File: src/rtl/bcs_pkg.sv
package bcs_pkg;

  typedef enum logic [2:0] {
    K_FETCH = 3'd0,
    K_MRD   = 3'd1,
    K_MWR   = 3'd2,
    K_IORD  = 3'd3,
    K_IOWR  = 3'd4
  } kind_e;

  typedef enum logic [1:0] {
    ST_IDLE = 2'd0,
    ST_T1   = 2'd1,
    ST_T2   = 2'd2,
    ST_T3   = 2'd3
  } phase_e;

  function automatic logic kind_ok(input logic [2:0] k);
    return k <= 3'd4;
  endfunction

  function automatic logic kind_mem(input logic [2:0] k);
    return k <= 3'd2;
  endfunction

  function automatic logic kind_write(input logic [2:0] k);
    return (k == K_MWR) || (k == K_IOWR);
  endfunction

  function automatic logic phase_strobe(input phase_e p);
    return (p == ST_T2) || (p == ST_T3);
  endfunction

endpackage

File: src/rtl/bcs_fsm.sv
module bcs_fsm
  import bcs_pkg::*;
(
  input  logic       clk,
  input  logic       rst,
  input  logic       req_valid,
  input  logic [2:0] req_kind,
  output phase_e     phase_q,
  output phase_e     phase_nxt,
  output logic [2:0] kind_q,
  output logic [2:0] kind_nxt,
  output logic       take
);

  assign take     = (phase_q == ST_IDLE) && req_valid && kind_ok(req_kind);
  assign kind_nxt = take ? req_kind : kind_q;

  always_comb begin
    unique case (phase_q)
      ST_IDLE: phase_nxt = take ? ST_T1 : ST_IDLE;
      ST_T1:   phase_nxt = ST_T2;
      ST_T2:   phase_nxt = ST_T3;
      default: phase_nxt = ST_IDLE;
    endcase
  end

  always_ff @(posedge clk) begin
    if (rst) begin
      phase_q <= ST_IDLE;
      kind_q  <= 3'd0;
    end else begin
      phase_q <= phase_nxt;
      kind_q  <= kind_nxt;
    end
  end

endmodule

File: src/rtl/bcs_strobe_gen.sv
module bcs_strobe_gen
  import bcs_pkg::*;
(
  input  logic       clk,
  input  logic       rst,
  input  phase_e     phase_nxt,
  input  logic [2:0] kind_nxt,
  output logic       mreq_n,
  output logic       iorq_n,
  output logic       rd_n,
  output logic       wr_n,
  output logic       m1_n,
  output logic [3:0] dec_n
);

  localparam int N_SPACE = 2;
  localparam int N_DIR   = 2;

  logic              on;
  logic [N_SPACE-1:0] space_sel;
  logic [N_DIR-1:0]   dir_sel;

  assign on        = phase_strobe(phase_nxt);
  assign space_sel = {on && !kind_mem(kind_nxt), on && kind_mem(kind_nxt)};
  assign dir_sel   = {on && kind_write(kind_nxt), on && !kind_write(kind_nxt)};

  always_ff @(posedge clk) begin
    if (rst) begin
      mreq_n <= 1'b1;
      iorq_n <= 1'b1;
      rd_n   <= 1'b1;
      wr_n   <= 1'b1;
      m1_n   <= 1'b1;
    end else begin
      mreq_n <= !space_sel[0];
      iorq_n <= !space_sel[1];
      rd_n   <= !dir_sel[0];
      wr_n   <= !dir_sel[1];
      m1_n   <= !((phase_nxt != ST_IDLE) && (kind_nxt == K_FETCH));
    end
  end

  // index = space*2 + dir : 0 mem rd, 1 mem wr, 2 io rd, 3 io wr
  for (genvar s = 0; s < N_SPACE; s++) begin : g_space
    for (genvar d = 0; d < N_DIR; d++) begin : g_dir
      always_ff @(posedge clk) begin
        if (rst) dec_n[s*N_DIR+d] <= 1'b1;
        else     dec_n[s*N_DIR+d] <= !(space_sel[s] && dir_sel[d]);
      end
    end
  end

endmodule

File: src/rtl/bcs_datapath.sv
module bcs_datapath
  import bcs_pkg::*;
#(
  parameter int ADDR_W = 16,
  parameter int DATA_W = 8
) (
  input  logic              clk,
  input  logic              rst,
  input  logic              take,
  input  phase_e            phase_q,
  input  phase_e            phase_nxt,
  input  logic [2:0]        kind_q,
  input  logic [2:0]        kind_nxt,
  input  logic [ADDR_W-1:0] req_addr,
  input  logic [DATA_W-1:0] req_wdata,
  input  logic [DATA_W-1:0] data_in,
  output logic [ADDR_W-1:0] addr_o,
  output logic [DATA_W-1:0] data_out,
  output logic              data_oe,
  output logic              rsp_done,
  output logic [DATA_W-1:0] rsp_data,
  output logic              rsp_opcode
);

  logic last_phase;
  assign last_phase = (phase_q == ST_T3);

  always_ff @(posedge clk) begin
    if (rst) begin
      addr_o     <= '0;
      data_out   <= '0;
      data_oe    <= 1'b0;
      rsp_done   <= 1'b0;
      rsp_data   <= '0;
      rsp_opcode <= 1'b0;
    end else begin
      if (take) begin
        addr_o   <= req_addr;
        data_out <= req_wdata;
      end
      data_oe  <= phase_strobe(phase_nxt) && kind_write(kind_nxt);
      rsp_done <= last_phase;
      if (last_phase) begin
        rsp_data   <= data_in;
        rsp_opcode <= (kind_q == K_FETCH);
      end
    end
  end

endmodule

File: src/rtl/bus_cycle_seq.sv
module bus_cycle_seq
  import bcs_pkg::*;
#(
  parameter int ADDR_W = 16,
  parameter int DATA_W = 8
) (
  input  logic              clk,
  input  logic              rst,
  input  logic              req_valid,
  input  logic [2:0]        req_kind,
  input  logic [ADDR_W-1:0] req_addr,
  input  logic [DATA_W-1:0] req_wdata,
  output logic              req_ready,
  output logic [ADDR_W-1:0] addr_o,
  output logic [DATA_W-1:0] data_out,
  output logic              data_oe,
  input  logic [DATA_W-1:0] data_in,
  output logic              mreq_n,
  output logic              iorq_n,
  output logic              rd_n,
  output logic              wr_n,
  output logic              m1_n,
  output logic              memrd_n,
  output logic              memwr_n,
  output logic              iord_n,
  output logic              iowr_n,
  output logic              rsp_done,
  output logic [DATA_W-1:0] rsp_data,
  output logic              rsp_opcode
);

  phase_e     phase_q, phase_nxt;
  logic [2:0] kind_q, kind_nxt;
  logic       take;
  logic [3:0] dec_n;

  bcs_fsm u_fsm (
    .clk       (clk),
    .rst       (rst),
    .req_valid (req_valid),
    .req_kind  (req_kind),
    .phase_q   (phase_q),
    .phase_nxt (phase_nxt),
    .kind_q    (kind_q),
    .kind_nxt  (kind_nxt),
    .take      (take)
  );

  bcs_strobe_gen u_strobe (
    .clk       (clk),
    .rst       (rst),
    .phase_nxt (phase_nxt),
    .kind_nxt  (kind_nxt),
    .mreq_n    (mreq_n),
    .iorq_n    (iorq_n),
    .rd_n      (rd_n),
    .wr_n      (wr_n),
    .m1_n      (m1_n),
    .dec_n     (dec_n)
  );

  bcs_datapath #(.ADDR_W(ADDR_W), .DATA_W(DATA_W)) u_dp (
    .clk        (clk),
    .rst        (rst),
    .take       (take),
    .phase_q    (phase_q),
    .phase_nxt  (phase_nxt),
    .kind_q     (kind_q),
    .kind_nxt   (kind_nxt),
    .req_addr   (req_addr),
    .req_wdata  (req_wdata),
    .data_in    (data_in),
    .addr_o     (addr_o),
    .data_out   (data_out),
    .data_oe    (data_oe),
    .rsp_done   (rsp_done),
    .rsp_data   (rsp_data),
    .rsp_opcode (rsp_opcode)
  );

  assign req_ready = (phase_q == ST_IDLE);
  assign memrd_n   = dec_n[0];
  assign memwr_n   = dec_n[1];
  assign iord_n    = dec_n[2];
  assign iowr_n    = dec_n[3];

endmodule

File: config.mk
export PLATFORM = sky130hd
export DESIGN_NAME = bus_cycle_seq
export DESIGN_NICKNAME = d
export VERILOG_FILES = /design/src/rtl/bcs_pkg.sv /design/src/rtl/bcs_fsm.sv /design/src/rtl/bcs_strobe_gen.sv /design/src/rtl/bcs_datapath.sv /design/src/rtl/bus_cycle_seq.sv
export SDC_FILE = /design/constraint.sdc
export NUM_CORES = 1
export LEC_CHECK = 0
export BUFFER_PORTS_ARGS = -buffer_cell sky130_fd_sc_hd__buf_4
export CORE_ASPECT_RATIO = 0.6
export CORE_MARGIN = 5
export CORE_UTILIZATION = 39
export CTS_BUF_LIST = sky130_fd_sc_hd__clkbuf_16
export CTS_CLUSTER_SIZE = 8
export DETAILED_ROUTE_END_ITERATION = 7
export PLACE_DENSITY = 0.83
export REMOVE_ABC_BUFFERS = 1
export SYNTH_ARGS = -nofsm -noshare
export SYNTH_HDL_FRONTEND = slang
export SYNTH_SLANG_ARGS = --single-unit
File: constraint.sdc
create_clock -name clk -period 1.3 [get_ports clk]
set_input_delay 0.325 -clock clk [delete_from_list [all_inputs] [get_ports clk]]
set_output_delay 0.325 -clock clk [all_outputs]
set_load 0.1 [all_outputs]
==> impl_metrics.csv <==
group,metric,value,unit
die,design.portCount,83,
routing,wl_met3,381,um
sta,setup_viol,13,
run,cap_violations,0,
synth,synthesis.yosys.warnings,0,
cells_and_area,insertedDiodeCount,0,
routing,routed_wirelength,4760,um
cells_and_area,drive_above_1_share,44.3,%
synth,ffs_latches_synth,49,
clock_tree,cts-hold-fix-buffers,0,
die,fp.dieW,97.0,um
critical_path,path_delay_family,"simple AND/OR/NAND/NOR gates",
routing,met2_length,2190,um
critical_path,regToRegSetupSlack,-0.12,ns
die,core-area,4470,um^2
synth,netlist-cell-type-count,29,
synth,async_reset_ff_share,0,%
cells_and_area,fin_nets,331,
clock_tree,cts_made_buffers,5,
placement,numPortBuffers,82,
pwr,clkPwrFrac,30.2,%
sta,final_max_slew_viol_count,0,
pwr,power_frac_comb,33.4,%
routing,route.detailed.vias_per_inst,4.65,
placement,global_placement_routability_congestion,0.800,
clock_tree,clk_root_buffer_cell,"sky130_fd_sc_hd__clkbuf_16",
pwr,switching_share,34.8,%
sta,max_freq,0.706,GHz
critical_path,cp_data_required_time,1.47,ns
critical_path,cp_class,"flip-flop to flip-flop",
cells_and_area,final_core_occ,64.1,%
run_status,failed_checks,"negative setup slack",
sta,period_share,109,%
sta,timing_worst_slew_pin_value,0.312,ns
global_routing,globalRouteOverflowTotal,0,
die,fp.dieArea,6030,um^2
cells_and_area,area_growth_syn_to_layout,61.8,%
clock_tree,cts-root-to-sink-buffers,2,
worst_hold_path,hold_class,"primary input to flip-flop",
global_routing,grt_antenna_before_repair,0,
pwr,power.ir.vdd_worst,0.781,mV
pwr,share_seq_of_total_power,36.4,%
die,floorplan.initialDensity,39.6,%
sta,final_setup_margin,-0.116,ns
critical_path,critical-path-max-stage-delay,0.32,ns
sta,timing.max_slew.rel_slack,79.0,%
run_status,outcome,"complete, but fails checks",
routing,detailedRoute.firstIterationViolations,44,
die,die-height,62.2,um
sta,hold_viol_final,0,
critical_path,path_cells,"inv_2, ha_4, and3b_4, o22ai_4, xor2_2, nand2b_1",
global_routing,first_pass_grt_wire_length,7350,um
synth,synth-edff-count,0,
routing,dr.pass1.iters,4,
clock_tree,clock_sinks,49,
pwr,power_density_of_the_placed_cells,1600,nW/um^2
routing,wl_per_cell,13.4,um
synth,syn_area,1770,um^2
cells_and_area,layoutNonFillerInstCount,354,
sta,final.setup_skew,0.00364,ns
critical_path,worstPathBufferInverterCount,1,
sta,unrepaired_setup_endpoints_after_global_routing,"yes",
routing,detail_route.drc_violations,0,
placement,dp.cells,342,
routing,detail-route-antenna-nets,0,
routing,wl_met1,2180,um
clock_tree,tritoncts,"done",
synth,synth_cells,195,
cells_and_area,filler_cell_count,379,
placement,dp_hpwl,3440,um
pwr,p_int,2.98,mW
pwr,leakage,1.24,nW
synth,synthDominantAreaCellType,"sky130_fd_sc_hd__dfxtp_1",
critical_path,start_kind,"flip-flop",
die,placementRows,19,
global_routing,via_count_of_the_first_global_routing_pass,1560,
critical_path,cp-end-kind,"flip-flop",
synth,yosys.area.top_type_share,55.4,%
global_routing,grt_util_all_layers,14.8,%
placement,place_ws,-0.229,ns
critical_path,slowest_stage,"sky130_fd_sc_hd__dfxtp_2",
sta,min_period,1.42,ns
clock_tree,worst_skew_pair.late_latency,0.28,ns
global_routing,pin_count_of_the_biggest_net_entering_global_routing,27,
critical_path,worstPathMaxFanout,5,
pwr,net_sw_power,1.60,mW
routing,maxUsedRoutingLayer,"met4",
routing,detailroute.via_count,1645,
synth,synthTopCellsByArea,"sky130_fd_sc_hd__dfxtp_1 55%, sky130_fd_sc_hd__nand2_1 11%, sky130_fd_sc_hd__a21oi_1 6.8%",
clock_tree,cts.clk_slew.worst_paths,0.06,ns
synth,syn_avg_cell_area,9.08,um^2
critical_path,critPathArrivalTime,1.59,ns
clock_tree,htree_num_levels,2,
synth,synth_top_flop_cell,"sky130_fd_sc_hd__dfxtp_1",
synth,synth-seq-area-share,55.4,%
[cell families after synthesis]
kind of cell | share of synthesized area (%)
mux | 5.09
fa+ha+maj | 1.41
compound gates | 12.8
xor+xnor | 0.919
flops | 55.4
simple gates | 20.7
buf+inv | 3.67
[layout by cell type, fill, tap and decap left out, types with 2 or more instances in the layout]
master / n
sky130_fd_sc_hd__buf_4: 93
sky130_fd_sc_hd__nand2_1: 50
sky130_fd_sc_hd__dfxtp_1: 47
sky130_fd_sc_hd__a21oi_1: 22
sky130_fd_sc_hd__nor2_1: 14
sky130_fd_sc_hd__mux2i_1: 8
sky130_fd_sc_hd__clkbuf_16: 7
sky130_fd_sc_hd__nor2b_1: 4
sky130_fd_sc_hd__o21ai_1: 3
sky130_fd_sc_hd__o21ai_0: 3
sky130_fd_sc_hd__buf_12: 3
sky130_fd_sc_hd__inv_2: 2
sky130_fd_sc_hd__and2_1: 2
sky130_fd_sc_hd__inv_1: 2
sky130_fd_sc_hd__nand2b_1: 2
sky130_fd_sc_hd__a21oi_2: 2
sky130_fd_sc_hd__dfxtp_2: 2
[flip-flops by register name, indices dropped and copies added, names as in the netlist]
name,count
u_strobe.iorq_n,1
u_fsm.kind_q,3
u_fsm.phase_q,2
u_dp.data_out,8
u_dp.data_oe,1
u_strobe.rd_n,1
u_strobe.wr_n,1
u_strobe.dec_n,4
u_dp.addr_o,16
u_strobe.mreq_n,1
u_dp.rsp_data,8
u_strobe.m1_n,1
u_dp.rsp_opcode,1
u_dp.rsp_done,1
[power groups by stage]
stage	combinational [mW]	clock (mW)	sequential [mW]
6_report	1.53	1.38	1.66
5_1_grt	1.61	1.49	1.68
4_1_cts	1.44	1.42	1.66
3_5_place_dp	1.38	0	1.69
3_3_place_gp	1.37	0	1.69
2_1_floorplan	0.338	0	2.32
[stage by stage]
step                      hold slack (ns)  setup TNS [ns]  area (um^2)  power, mW
final                               0.290           -1.02         2860       4.58
after global placement              0.443           -2.94         2540       3.05
after global routing                0.288           -3.49         2860       4.78
after CTS                           0.288           -1.14         2750       4.52
after detailed placement            0.450           -5.09         2540       3.08
after floorplan                     0.394          -42.85         1720       2.66
[worst paths after layout]
check / from / end / cells after the start
setup / recovery: u_fsm.phase_q[0] / u_strobe.wr_n / 6
hold / removal: data_in[1] / u_dp.rsp_data[1] / 3
setup reg to reg: u_fsm.phase_q[0] / u_strobe.wr_n / 6
hold reg to reg: u_dp.addr_o[12] / u_dp.addr_o[12] / 2
[worst register-to-register path, stage by stage, from the launching register on]
cell                       delay [ns]
sky130_fd_sc_hd__dfxtp_2         0.32
sky130_fd_sc_hd__inv_2           0.06
sky130_fd_sc_hd__ha_4            0.18
sky130_fd_sc_hd__and3b_4         0.28
sky130_fd_sc_hd__o22ai_4         0.11
sky130_fd_sc_hd__xor2_2          0.20
sky130_fd_sc_hd__nand2b_1        0.15
[cell type report]
class                      count  area (um^2)  area share [%]
tap                           63         78.8            2.75
multi-input combinational    132          803            28.0
clock buffer                   5          125            4.37
inverter                       4         15.0           0.524
sequential                    49          983            34.3
timing repair buffer          99          823            28.7
clock inverter                 2         35.0            1.22
[per-layer routing]
metal,vias to the layer above,global-route usage [%]
met5,-,0
met4,0,2.63
met3,2,6.15
met2,57,23.8
met1,760,18.7
li1,826,-
[cell usage after synthesis (4+ instances only)]
library cell	instances
sky130_fd_sc_hd__o21ai_0	5
sky130_fd_sc_hd__inv_1	4
sky130_fd_sc_hd__mux2i_1	9
sky130_fd_sc_hd__buf_2	4
sky130_fd_sc_hd__a21oi_1	24
sky130_fd_sc_hd__nand2_1	50
sky130_fd_sc_hd__clkbuf_1	4
sky130_fd_sc_hd__nor2b_1	5
sky130_fd_sc_hd__dfxtp_1	49
sky130_fd_sc_hd__nor2_1	16
[repair_timing]
item | 4_1_cts | 5_1_grt
pin swaps | 5 | 5
setup endpoints to repair | 38 | 41
gates resized for setup | 13 | 11
setup buffers | 2 | 1
cloned | 0 | 2
Note: power is estimated with default switching activity, not from simulation.
